## src/rtl/wdt_pkg.sv

```systemverilog
package wdt_pkg;
  localparam int CNT_W  = 7;
  localparam int SEL_W  = 2;
  localparam int REG_W  = 10;
  localparam int ADDR_W = 2;

  localparam logic [ADDR_W-1:0] ADDR_CTRL = 2'd0;
  localparam logic [ADDR_W-1:0] ADDR_CFG  = 2'd1;
  localparam logic [ADDR_W-1:0] ADDR_STAT = 2'd2;

  localparam int CTRL_ACT_BIT = 7;
  localparam int CFG_SEL_LSB  = 7;
  localparam int CFG_IE_BIT   = 9;

  localparam logic [CNT_W-1:0] EXPIRE_VAL = 7'h40;
  localparam logic [CNT_W-1:0] WARN_VAL   = 7'h41;
  localparam logic [CNT_W-1:0] CNT_RST    = 7'h7F;

  typedef struct packed {
    logic             ie;
    logic [SEL_W-1:0] sel;
    logic [CNT_W-1:0] win;
  } cfg_t;
endpackage

```

## src/rtl/wdt_prescaler.sv

```systemverilog
module wdt_prescaler #(
  parameter int BASE_LOG2 = 12,
  parameter int SEL_W     = 2
) (
  input  logic             clk_i,
  input  logic             rst_ni,
  input  logic             run_i,
  input  logic             restart_i,
  input  logic [SEL_W-1:0] sel_i,
  output logic             tick_o
);
  localparam int MAX_SEL = (1 << SEL_W) - 1;
  localparam int PW      = BASE_LOG2 + MAX_SEL;

  logic [PW-1:0] cnt_q;
  logic [PW-1:0] mask;

  // low BASE_LOG2+sel bits all ones marks the last cycle of a period
  assign mask   = {PW{1'b1}} >> (MAX_SEL - int'(sel_i));
  assign tick_o = run_i && !restart_i && ((cnt_q & mask) == mask);

  always_ff @(posedge clk_i or negedge rst_ni) begin
    if (!rst_ni)        cnt_q <= '0;
    else if (restart_i) cnt_q <= '0;
    else if (run_i)     cnt_q <= cnt_q + 1'b1;
  end
endmodule

```

## src/rtl/wdt_core.sv

```systemverilog
module wdt_core
  import wdt_pkg::*;
(
  input  logic             clk_i,
  input  logic             rst_ni,
  input  logic             load_i,
  input  logic [CNT_W-1:0] load_val_i,
  input  logic             start_i,
  input  logic             tick_i,
  input  logic [CNT_W-1:0] win_i,
  input  logic             flag_clr_i,
  output logic [CNT_W-1:0] cnt_o,
  output logic             active_o,
  output logic             flag_o,
  output logic             fired_o,
  output logic             rst_req_o
);
  logic [CNT_W-1:0] cnt_q;
  logic active_q, flag_q, fired_q, req_q;
  logic active_d, early, too_low, expire, violation, step;

  assign active_d  = active_q | (load_i & start_i);
  assign step      = tick_i & active_q;
  assign early     = load_i & active_q & (cnt_q > win_i);
  assign too_low   = load_i & active_d & ~load_val_i[CNT_W-1];
  assign expire    = step & (cnt_q == EXPIRE_VAL);
  assign violation = early | too_low | expire;

  always_ff @(posedge clk_i or negedge rst_ni) begin
    if (!rst_ni) begin
      cnt_q    <= CNT_RST;
      active_q <= 1'b0;
      flag_q   <= 1'b0;
      fired_q  <= 1'b0;
      req_q    <= 1'b0;
    end else begin
      active_q <= active_d;
      req_q    <= violation & ~fired_q;
      fired_q  <= fired_q | violation;
      if (load_i)    cnt_q <= load_val_i;
      else if (step) cnt_q <= cnt_q - 1'b1;
      // set wins over a clear in the same cycle
      if (step && cnt_q == WARN_VAL) flag_q <= 1'b1;
      else if (flag_clr_i)           flag_q <= 1'b0;
    end
  end

  assign cnt_o     = cnt_q;
  assign active_o  = active_q;
  assign flag_o    = flag_q;
  assign fired_o   = fired_q;
  assign rst_req_o = req_q;
endmodule

```

## src/rtl/wdt_window.sv

```systemverilog
module wdt_window
  import wdt_pkg::*;
#(
  parameter int BASE_LOG2 = 12
) (
  input  logic              clk_i,
  input  logic              rst_ni,
  input  logic              wr_en_i,
  input  logic [ADDR_W-1:0] addr_i,
  input  logic [REG_W-1:0]  wdata_i,
  output logic [REG_W-1:0]  rdata_o,
  output logic              rst_req_o,
  output logic              irq_o
);
  cfg_t cfg_q;
  logic ctrl_wr, cfg_wr, stat_wr;
  logic tick_w, active_w, flag_w, fired_w, restart_w;
  logic [CNT_W-1:0] cnt_w;

  assign ctrl_wr   = wr_en_i && addr_i == ADDR_CTRL;
  assign cfg_wr    = wr_en_i && addr_i == ADDR_CFG;
  assign stat_wr   = wr_en_i && addr_i == ADDR_STAT;
  assign restart_w = ctrl_wr && (active_w || wdata_i[CTRL_ACT_BIT]);

  always_ff @(posedge clk_i or negedge rst_ni) begin
    if (!rst_ni) begin
      cfg_q <= '{ie: 1'b0, sel: '0, win: CNT_RST};
    end else if (cfg_wr) begin
      cfg_q.win <= wdata_i[CNT_W-1:0];
      cfg_q.sel <= wdata_i[CFG_SEL_LSB +: SEL_W];
      cfg_q.ie  <= cfg_q.ie | wdata_i[CFG_IE_BIT];
    end
  end

  wdt_prescaler #(.BASE_LOG2(BASE_LOG2), .SEL_W(SEL_W)) u_pre (
    .clk_i     (clk_i),
    .rst_ni    (rst_ni),
    .run_i     (active_w),
    .restart_i (restart_w),
    .sel_i     (cfg_q.sel),
    .tick_o    (tick_w)
  );

  wdt_core u_core (
    .clk_i      (clk_i),
    .rst_ni     (rst_ni),
    .load_i     (ctrl_wr),
    .load_val_i (wdata_i[CNT_W-1:0]),
    .start_i    (wdata_i[CTRL_ACT_BIT]),
    .tick_i     (tick_w),
    .win_i      (cfg_q.win),
    .flag_clr_i (stat_wr && !wdata_i[0]),
    .cnt_o      (cnt_w),
    .active_o   (active_w),
    .flag_o     (flag_w),
    .fired_o    (fired_w),
    .rst_req_o  (rst_req_o)
  );

  always_comb begin
    rdata_o = '0;
    unique case (addr_i)
      ADDR_CTRL: rdata_o[CNT_W:0] = {active_w, cnt_w};
      ADDR_CFG:  rdata_o = cfg_q;
      ADDR_STAT: rdata_o[0] = flag_w;
      default:   rdata_o = '0;
    endcase
  end

  assign irq_o = flag_w & cfg_q.ie;
endmodule

```

## config.mk

```make
export PLATFORM = sky130hd
export DESIGN_NAME = wdt_window
export DESIGN_NICKNAME = d
export VERILOG_FILES = /design/src/rtl/wdt_pkg.sv /design/src/rtl/wdt_prescaler.sv /design/src/rtl/wdt_core.sv /design/src/rtl/wdt_window.sv
export SDC_FILE = /design/constraint.sdc
export NUM_CORES = 1
export LEC_CHECK = 0
export ABC_AREA = 1
export BUFFER_PORTS_ARGS = -buffer_cell sky130_fd_sc_hd__buf_2
export CORE_ASPECT_RATIO = 1.25
export CORE_MARGIN = 3
export CORE_UTILIZATION = 40
export CTS_CLUSTER_SIZE = 40
export DETAILED_ROUTE_END_ITERATION = 7
export PLACE_DENSITY_LB_ADDON = 0.15
export SYNTH_ARGS = -nofsm -noshare
export SYNTH_HDL_FRONTEND = slang
export SYNTH_SLANG_ARGS = --single-unit
```

## constraint.sdc

```tcl
create_clock -name clk_i -period 1.8 [get_ports clk_i]
set_input_delay 0.09 -clock clk_i [delete_from_list [all_inputs] [get_ports clk_i]]
set_output_delay 0.09 -clock clk_i [all_outputs]
set_load 0.03 [all_outputs]
```

# == Word-level counts from Yosys, hierarchy flattened ==
# Index checks and enable logic that the tools add are counted.
# Widths: inputs -> output; s select.
# word_totals
latchBits,0
romBits,0
n_memories,0
regBits,36
ram_bits,0
out_inout_bits,12
# classes
eq_ne,5
n_bitwise,17
div,0
n_reduce_logical,15
add_sub_neg,3
shift,1
magnitude_cmp,1
muxes,9
multipliers,0
# ops
cell,n
$shr 15x32->15 const A,1
$mux 15,2
$add 15x1->15 const B,1
$and 15x15->15,1
$eq 15x15->1,1
$eq 7x7->1 const B,2
$mux 7,2
$pmux 7 s2,1
$and 1x1->1,9
$logic_and 1x1->1,8
$gt 7x7->1,1
$sub 7x1->7 const B,1
$reduce_bool 2->1,3
$or 1x1->1,5
$pmux 1 s3,1
$sub 2x2->3 const A,1
$eq 2x1->1 const B,1
$eq 2x2->1 const B,1
$logic_not 1->1,2
$logic_not 2->1,1
$mux 1,2
$mux 2,1
$not 1->1,2
$logic_or 1x1->1,1

# == Depth between registers and ports, before layout ==
# Gate-level depths: netlist of run 1.
# depth
depth_word,10
mapped_depth,11

# == By module ==
# Synthesis of run 1 repeated with hierarchy kept, for this count alone.
# unflattened
cells_unflattened,322
area_unflattened_um2,2298.5
# modules_own_cells
mod,area_each_um2,seq_area_each_um2,instances,cells_per_inst
wdt_prescaler,877.1,375.4,1,125
wdt_core,805.8,284.0,1,111
wdt_window,615.6,259.0,1,86

# == Worst setup path after synthesis of run 1 ==
# No wires, ideal clock.
# synth_timing
path_type,flip-flop to flip-flop
startpoint,reg cfg_q[6] (netlist name)
endpoint,reg u_core.fired_q (netlist: u_core.fired_o)
setup_slack_ns,0.328
path_stages_with_launch,9
t_arrival_ns,1.344
n_path_buf,0
required_time_ns,1.671
setup_ns,0.129
path_cell_list,dfstp_2 > inv_1 > ha_1 > nand2_1 > inv_1 > a21oi_1 > nand2_1 > a21oi_1 > nand3b_1
# synth_between
elab_chain_cells,5
# synth_rtl
item,line_no,rtl
from (decl),wdt_window.sv:15,cfg_t cfg_q;
from (signal assigned),wdt_window.sv:27,"cfg_q <= '{ie: 1'b0, sel: '0, win: CNT_RST};"
$gt 7x7->1,wdt_core.sv:24,assign early = load_i & active_q & (cnt_q > win_i);
$and 1x1->1,wdt_core.sv:24,
$or 1x1->1 (2 in a row),wdt_core.sv:27,assign violation = early | too_low | expire;
$or 1x1->1,wdt_core.sv:39,fired_q <= fired_q | violation;
to (signal assigned),wdt_core.sv:39,
to (decl),wdt_core.sv:19,"logic active_q, flag_q, fired_q, req_q;"
# No other way between the ends.
# A chain may end at the register's enable or synchronous reset.

# == Worst setup path in the final report of run 1 ==
# layout_timing
startpoint,reg u_pre.cnt_q[0]
endpoint,reg u_core.cnt_q[0] (netlist: u_core.cnt_o[0])
# layout_between
elab_chain_cells,5
# layout_rtl
item,line_no,rtl
from (decl),wdt_prescaler.sv:15,logic [PW-1:0] cnt_q;
from (signal assigned),wdt_prescaler.sv:25,else if (run_i) cnt_q <= cnt_q + 1'b1;
$and 15x15->15,wdt_prescaler.sv:20,assign tick_o = run_i && !restart_i && ((cnt_q & mask) == mask);
$eq 15x15->1,wdt_prescaler.sv:20,
$logic_and 1x1->1,wdt_prescaler.sv:20,
$and 1x1->1,wdt_core.sv:23,assign step = tick_i & active_q;
$reduce_bool 2->1 (no source line),-,
to (signal assigned),wdt_core.sv:40,if (load_i) cnt_q <= load_val_i;
to (signal assigned),wdt_core.sv:41,else if (step) cnt_q <= cnt_q - 1'b1;
to (decl),wdt_core.sv:18,logic [CNT_W-1:0] cnt_q;
# No other way between the ends.

==> impl_summary.md, run 1 <==
Floorplan
In this run the horizontal extent of the chip is 73.8 um. The area of the placeable core is 5480 um^2. In this run the vertical extent of the chip is 90.7 um.

In this run the count of I/O pins placed on the die edge is 27. The number of cell rows is 30. The initial utilization of the core area, before any placement, comes to 41.9%. The full die area is 6690 um^2.

CTS
Counting along the longest clock path gives a buffer depth of 2. Buffers added to address setup during post-CTS repair amount to 0. The clock tree synthesis step divided the H-tree into 2 levels. The latest clock arrival within the worst-skew pair is 0.29 ns. The number of sinks on the clock net is 36.

The clock slew at the register clock pins of the worst setup and hold paths is 0.08 ns. The number of buffers created by CTS is 5. The tree is rooted in a clkbuf_8. TritonCTS built the clock tree.

Place
Before CTS, the worst setup slack after placement is 0.114 ns. Port buffering added 26 buffers. At the end of routability-driven placement, the weighted congestion stood at 0.842.

The final HPWL from detailed placement is 4090 um.

Worst setup path
The most numerous cell on the critical path is nand2_1. Counting both buffers and inverters, the worst setup path holds a total of 0. The type of element capturing the critical path is a flop. In this run the critical register-to-register path is launched from u_pre.cnt_q[0]. The origin of the worst setup path is u_pre.cnt_q[0]. Broken down by cell family, the worst path's largest delay share belongs to simple AND/OR/NAND/NOR gates.

The sort of element at the start of the critical path is a flop. The worst stage delay on the critical path is 0.43 ns. The type of the setup path with the least slack is flop to flop.

The data arrival time of the critical path is 1.87 ns. The endpoint required time on the critical path is 2.03 ns. The maximum fanout along the worst path is 9.

Walking the worst path, the cells encountered are ha_1 -> nand2_1 -> nor2_2 -> nand2_1 -> nor2_4 -> nand3_4 -> nand2_4 -> nand2_1 -> nand2_1. On the critical path, the stage with the largest delay is an instance of dfrtp_1.

Logic synthesis
After synthesis, the cell types taking the most area are dfrtp_1, dfstp_2, nand2_1. Synthesis produced a netlist with a net count of 334. The number of distinct library cells after synthesis is 33.

The biggest area contributor in the post-synthesis netlist is dfrtp_1. During synthesis, Yosys emitted a total of 0 warnings. The predominant post-synthesis flop cell is dfrtp_1. The cell count after synthesis came out at 309.

After synthesis the netlist holds a flip-flop and latch count of 36. The per-instance average area after synthesis is 7.43 um^2. Yosys mapped a number of flops with a built-in enable equal to 0. The area fraction of the dominant cell type after synthesis is 24.0%. The synthesized netlist occupies a cell area of 2300 um^2. The register area share after synthesis is 40.0%. The proportion of register bits with asynchronous set or reset after synthesis is 100%.

Timing
The final setup slack of the worst path is 0.159 ns. Derived from the worst setup path, the maximum achievable clock frequency is 0.609 GHz. In this run the tightest slew margin relative to its limit is 66.0%. The pin slew with the least headroom to its limit is 0.510 ns. The max-slew violation total from the final report is 0. The final count of hold timing violations is 0. The worst setup skew after layout is 0.00953 ns. After routing, the total negative slack on setup checks comes to 0 ns.

The final critical-path share of the clock period is 91.2%. The setup violation total in the final timing report is 0. Setup repair after global routing left no endpoint under its margin. The shortest clock period the worst path allows after layout is 1.64 ns.

Layout
The net total in the final layout is 368. The number of inserted filler cells in the final layout is 574. 0 antenna diodes ended up in the layout.

The share of cells above drive strength 1 is 22.1%. The synthesis-to-layout area growth is 14.7%.

GRT
The number of global-route vias before repair came to 1,954. Across every metal layer, demand over resource in global routing totals 16.9%. The number of antenna violations at the first check in global routing is 0.

The first-pass GRT wire length is 8930 um. The pin count of the biggest net entering global routing is 22. Global routing finished with a remaining overflow of 0.

Power and ir drop
The switching power is 1.07 mW. The part of the power in the clock network is 24.8%. For this design the static power due to leakage is 1.32 nW. The largest vdd supply drop is 0.657 mV. Per report_power, the sequential group accounts for 42.8% of the total. Dividing total power by cell area gives a power density of 1090 nW/um^2. The switching fraction of total power is 37.2%. The combinational power share is 32.4%. The internal power of the cells is 1.81 mW.

Drt
The wire length on met2 is 2700 um. The routed design has 5240 um of wire. The remaining number of nets flagged by the antenna check after routing is 0. The DRC violations left is 0. The via count normalized by instance count is 5.03.

In the final routed layout, each cell accounts on average for 12.8 um. Before antenna repair, the detailed router went through 4 iterations. The violation count after the first detailed-routing iteration is 79. Signal routing reaches up to met4.

The via count is 2,051. The detailed-routing wirelength on met1 is 2330 um. Summed over all nets, wire length on met3 after detailed routing comes to 141 um.

Job
Max-cap violations in this run came to 0.

Run status
The run finished with clean final reports.

Min path
The kind of path behind the tightest hold check is input pin to flop. The startpoint of the worst hold path is wdata_i[2].
==> power by group through the flow <==
stage | combinational, mW | sequential, mW | clock [mW]
after floorplan | 0.736 | 1.18 | 0
after global placement | 0.937 | 1.25 | 0
after detailed placement | 0.944 | 1.24 | 0
after CTS | 0.949 | 1.23 | 0.736
after global routing | 1.11 | 1.26 | 0.772
final | 0.934 | 1.23 | 0.713
==> routing by layer <==
| metal | track usage, % | vias up |
|---|---|---|
| li1 | - | 1069 |
| met1 | 21.4 | 949 |
| met2 | 29.0 | 25 |
| met3 | 3.01 | 8 |
| met4 | 4.53 | 0 |
| met5 | 0 | - |
==> cells in the final DEF, fill, tap and decap left out, types with 2 or more instances in the layout <==
cell type / synthesis / final
nor3_1: 4 / 4
nand4_1: 5 / 5
nand3_1: 23 / 23
buf_4: 0 / 5
nor2_4: 2 / 2
ha_1: 10 / 10
nor3b_2: 2 / 2
o21ai_0: 21 / 21
clkinv_2: 1 / 2
o22ai_1: 7 / 7
a21oi_2: 2 / 2
dfstp_2: 14 / 14
buf_2: 3 / 26
nand2_4: 2 / 3
nand2_1: 70 / 70
inv_2: 6 / 6
nor2_2: 2 / 2
inv_1: 43 / 43
dfrtp_1: 22 / 22
a21oi_1: 19 / 19
nor2_1: 36 / 36
clkbuf_8: 0 / 5
==> path summary, 6_finish.rpt <==
path / endpoint / slack (ns) / cells after the start
setup / recovery: u_core.cnt_o[0] / 0.16 / 9
hold / removal: cfg_q[2] / 0.03 / 3
setup reg to reg: u_core.cnt_o[0] / 0.16 / 9
hold reg to reg: u_core.rst_req_o / 0.41 / 1
max in group asynchronous: u_core.cnt_o[0] / 0.88 / 3
min in group asynchronous: u_core.active_o / 0.30 / 2
==> stage by stage <==
stage	hold slack [ns]	std cells	power (mW)	util (%)	area, um^2
after floorplan	-0.206	309	1.92	-	2300
after global placement	0.0942	399	2.18	45.8	2510
after detailed placement	0.0902	399	2.19	45.8	2510
after CTS	0.0237	408	2.92	48.0	2630
after global routing	0.0346	408	3.15	48.1	2630
final	0.0311	408	2.88	48.1	2630
==> tightest hold or removal path: cells and delay by family <==
family,cells,cell delay (ns)
AO/OA/AOI/OAI,1,0.08
buffers and inverters,2,0.15
==> cell families after synthesis <==
group,count (synthesis),share of synthesized area (%)
muxes,1,0.490
DFF,36,40.0
and+or+nand+nor,151,30.7
AOI/OAI and AO/OA,54,13.0
xor gates and xnor gates,1,0.381
buffers and inverters,56,10.0
adders and majority gates,10,5.45
==> cells in the mapped netlist, types with 2 or more instances <==
library cell  number
nor2_1            36
nor2_2             2
nand4_1            5
buf_6              2
a21oi_1           19
nor3b_2            2
nor3_1             4
nand2_1           70
ha_1              10
nand2_4            2
nand3_1           23
a21oi_2            2
inv_2              6
nand2_2            2
o21ai_0           21
buf_2              3
dfstp_2           14
dfrtp_1           22
inv_1             43
nor2_4             2
o22ai_1            7
==> flip-flops by register name, indices dropped and copies added, names as in the netlist <==
register,count
u_core.rst_req_o,1
u_core.fired_o,1
u_pre.cnt_q,15
u_core.cnt_o,7
u_core.active_o,1
u_core.flag_o,1
cfg_q,10
==> cell type report <==
| cell class | count | area, um^2 | share of cell area, % |
|---|---|---|---|
| Tap cell | 64 | 80.1 | 3.04 |
| Clock buffer | 5 | 68.8 | 2.61 |
| Multi-Input combinational cell | 217 | 1150 | 43.8 |
| Timing Repair Buffer | 32 | 178 | 6.75 |
| Clock inverter | 3 | 42.5 | 1.62 |
| Sequential cell | 36 | 918 | 34.9 |
| Inverter | 51 | 193 | 7.32 |
==> repair_timing <==
item                                    in CTS  in global routing
hold endpoints to repair                     9                  0
hold buffers                                 1                  0
resized for setup                            0                  1
endpoints found under the setup margin       0                  5
Note: power is estimated with default switching activity, not from simulation.
==> inputs of run 2 (changes only) <==
CTS_BUF_LIST = sky130_fd_sc_hd__clkbuf_16   (was unset)
==> impl_summary.md, run 2 (synthesized netlist as in run 1, its figures left out) <==
CTS
The clock slew at the register clock pins of the worst setup and hold paths is 0.06 ns (-0.02 ns). The number of buffers inserted by post-CTS setup repair was 0 (unchanged). The latest clock arrival within the worst-skew pair is 0.28 ns (about the same). The number of buffers created by CTS was 5 (unchanged). The number of buffers between clock root and the deepest sink is 2 (unchanged). The tree is rooted in a clkbuf_16.

The number of sinks on the clock net was 36 (unchanged). TritonCTS built the clock tree. The number of H-tree branching levels is 2 (unchanged).

GRT
The total congestion overflow came to 0 (unchanged). The number of antenna violations at the first check in global routing is 0 (unchanged). The aggregate global-route resource usage was 17.0% (+0.022 points). The number of global-route vias before repair came to 1,953 (-0.051%). The pin count of the biggest net entering global routing came to 22 (unchanged). The first-pass GRT wire length is 8930 um (unchanged).

Place
The final HPWL from detailed placement is 4090 um (unchanged). The number of I/O port buffers is 26 (unchanged). The last weighted congestion value of the routability-driven placer is 0.842 (unchanged). The placement-stage worst setup slack is 0.114 ns (unchanged). The placed cell count is 399 (unchanged).

Timing
The setup violation total in the final timing report is 0 (unchanged). The max-slew violation total from the final report is 0 (unchanged). The final count of hold timing violations is 0 (unchanged). The final critical-path share of the clock period came to 91.1% (about the same). The worst setup skew after layout is 0.00631 ns (-0.00322 ns).

The headroom to the max-slew limit is 65.3% (-0.73 points). The maximum achievable frequency came to 0.610 GHz (about the same). Setup repair after global routing left no endpoint under its margin. The final setup slack of the worst path is 0.160 ns (+0.00137 ns). The pin slew with the least headroom to its limit is 0.521 ns (+0.0109 ns). The final-layout setup total negative slack came to 0 ns (unchanged). The shortest clock period the worst path allows after layout came to 1.64 ns (-0.00137 ns).

Layout
The share of cells above drive strength 1 is 22.1% (unchanged). The count of non-filler cells in the finished layout is 408 (unchanged). The multi-input logic area is 1150 um^2 (unchanged). The sequential cell area in the final layout is 918 um^2 (unchanged).

The number of inserted filler cells in the final layout is 561 (-2.3%). The register containing the most flip-flops in the final layout is u_pre.cnt_q. The library cell used most frequently in the layout, excluding fill and tap cells, is nand2_1.

The synthesis-to-layout area growth is 17.1%. The share of the core filled with cells is 49.1% (+1.0 points). The net total in the final layout was 368 (unchanged). Leaving out fill and tap cells, the most frequent cells in the layout are nand2_1, inv_1, nor2_1, buf_2, nand3_1.

The flip-flop count of the largest register after layout is 15 (unchanged). The antenna diode count is 0 (unchanged).

Power and ir drop
The areal power density over the cells is 1170 nW/um^2 (+7.4%). The switching power is 1.11 mW (+3.4%). The switching fraction of total power was 35.0% (-2.1 points).

The largest vdd supply drop is 0.659 mV (+0.40%). The share of power burned in registers came to 39.1% (-3.7 points). The internal power of the cells was 2.05 mW (+13%). The part of the power in the clock network is 31.3% (+6.5 points). The combinational power share came to 29.6% (-2.8 points). The leakage power came to 1.34 nW (+2.0%).

Run status
The flow ran to the end, and the final reports show no timing, DRC or antenna violations.

Drt
The violation count after the first detailed-routing iteration was 90 (+14%). The first-pass detailed-route iteration total is 4 (unchanged). The remaining number of nets flagged by the antenna check after routing is 0 (unchanged).

The average wire per standard cell came to 13.0 um (+1.1%). The via count normalized by instance count came to 5.07 (+0.88%). The routed wire length is 5290 um (+1.1%). The via count was 2,069 (+0.88%). The DRC violations left is 0 (unchanged).

Worst setup path
The data arrival time of the critical path is 1.87 ns (about the same). The type of element capturing the critical path is a flop. The type of the setup path with the least slack is flop to flop. The worst stage delay on the critical path is 0.42 ns (about the same). The slowest stage cell on the critical path is dfrtp_1. The critical path goes through ha_1 -> nand2_1 -> nor2_2 -> nand2_1 -> nor2_4 -> nand3_4 -> nand2_4 -> nand2_1 -> nand2_1.

The setup slack of the most critical reg-to-reg path came to 0.16 ns (about the same). Among the stages of the critical path, the cell type that occurs most often is nand2_1. STA classifies the critical path startpoint as a flop. The endpoint required time on the critical path came to 2.03 ns (about the same).

The maximum fanout along the worst path is 9 (unchanged).

Floorplan
The die width is 73.8 um (unchanged). The starting density of the core came to 41.9% (unchanged). The number of cell rows was 30 (unchanged). The full die area is 6690 um^2 (unchanged). The vertical die dimension is 90.7 um (unchanged). The number of top-level pins is 27 (unchanged). The area of the placeable core is 5480 um^2 (unchanged).

Job
The max capacitance violation total is 0 (unchanged).

Min path
The kind of path behind the tightest hold check is input pin to flop.
run 2: per-stage QoR:
| stage | hold slack, ns | power [mW] | area [um^2] |
|---|---|---|---|
| after CTS | 0.0392 | 3.19 | 2690 |
| final | 0.0422 | 3.16 | 2690 |
| after detailed placement | 0.0902 | 2.19 | 2510 |
| after global placement | 0.0942 | 2.18 | 2510 |
| after floorplan | -0.206 | 1.92 | 2300 |
| after global routing | 0.0531 | 3.42 | 2690 |
run 2: routing by layer:
metal / global-route usage, % / vias to the layer above / routed length, um
met5: 0 / - / 0
met4: 4.53 / 0 / 78
met3: 3.34 / 8 / 176
met2: 29.0 / 35 / 2690
met1: 21.3 / 956 / 2350
li1: - / 1070 / -
run 2: path summary, 6_finish.rpt:
check                                        end      startpoint  cells past startpoint
worst max-delay path             u_core.cnt_o[3]  u_pre.cnt_q[0]                      9
worst min-delay path                    cfg_q[9]      wdata_i[9]                      3
worst max register to register   u_core.cnt_o[3]  u_pre.cnt_q[0]                      9
worst min register to register  u_core.rst_req_o  u_core.fired_o                      1
max in group asynchronous        u_core.cnt_o[0]          rst_ni                      3
min in group asynchronous        u_core.active_o          rst_ni                      2
run 2: worst max-delay path, delay by kind of cell (launching register included):
family | cells | cell delay, ns
simple gates | 8 | 0.93
flops | 1 | 0.42
fa+ha+maj | 1 | 0.23
run 2: what timing repair did:
| action | CTS | global route |
|---|---|---|
| endpoints found under the hold margin | 9 | 0 |
| resized for setup | 0 | 1 |
| endpoints found under the setup margin | 0 | 5 |
| hold buffers | 1 | 0 |
run 2: power groups by stage:
stage	sequential, mW	clock (mW)	combinational (mW)
final	1.23	0.987	0.935
after global routing	1.27	1.04	1.11
after CTS	1.23	1.01	0.948
after detailed placement	1.24	0	0.944
after global placement	1.25	0	0.937
after floorplan	1.18	0	0.736
run 2: layout make-up:
| class | instances | area share [%] |
|---|---|---|
| Multi-Input combinational cell | 217 | 42.9 |
| Timing Repair Buffer | 32 | 6.60 |
| Tap cell | 64 | 2.98 |
| Inverter | 51 | 7.16 |
| Clock inverter | 3 | 1.58 |
| Sequential cell | 36 | 34.1 |
| Clock buffer | 5 | 4.65 |
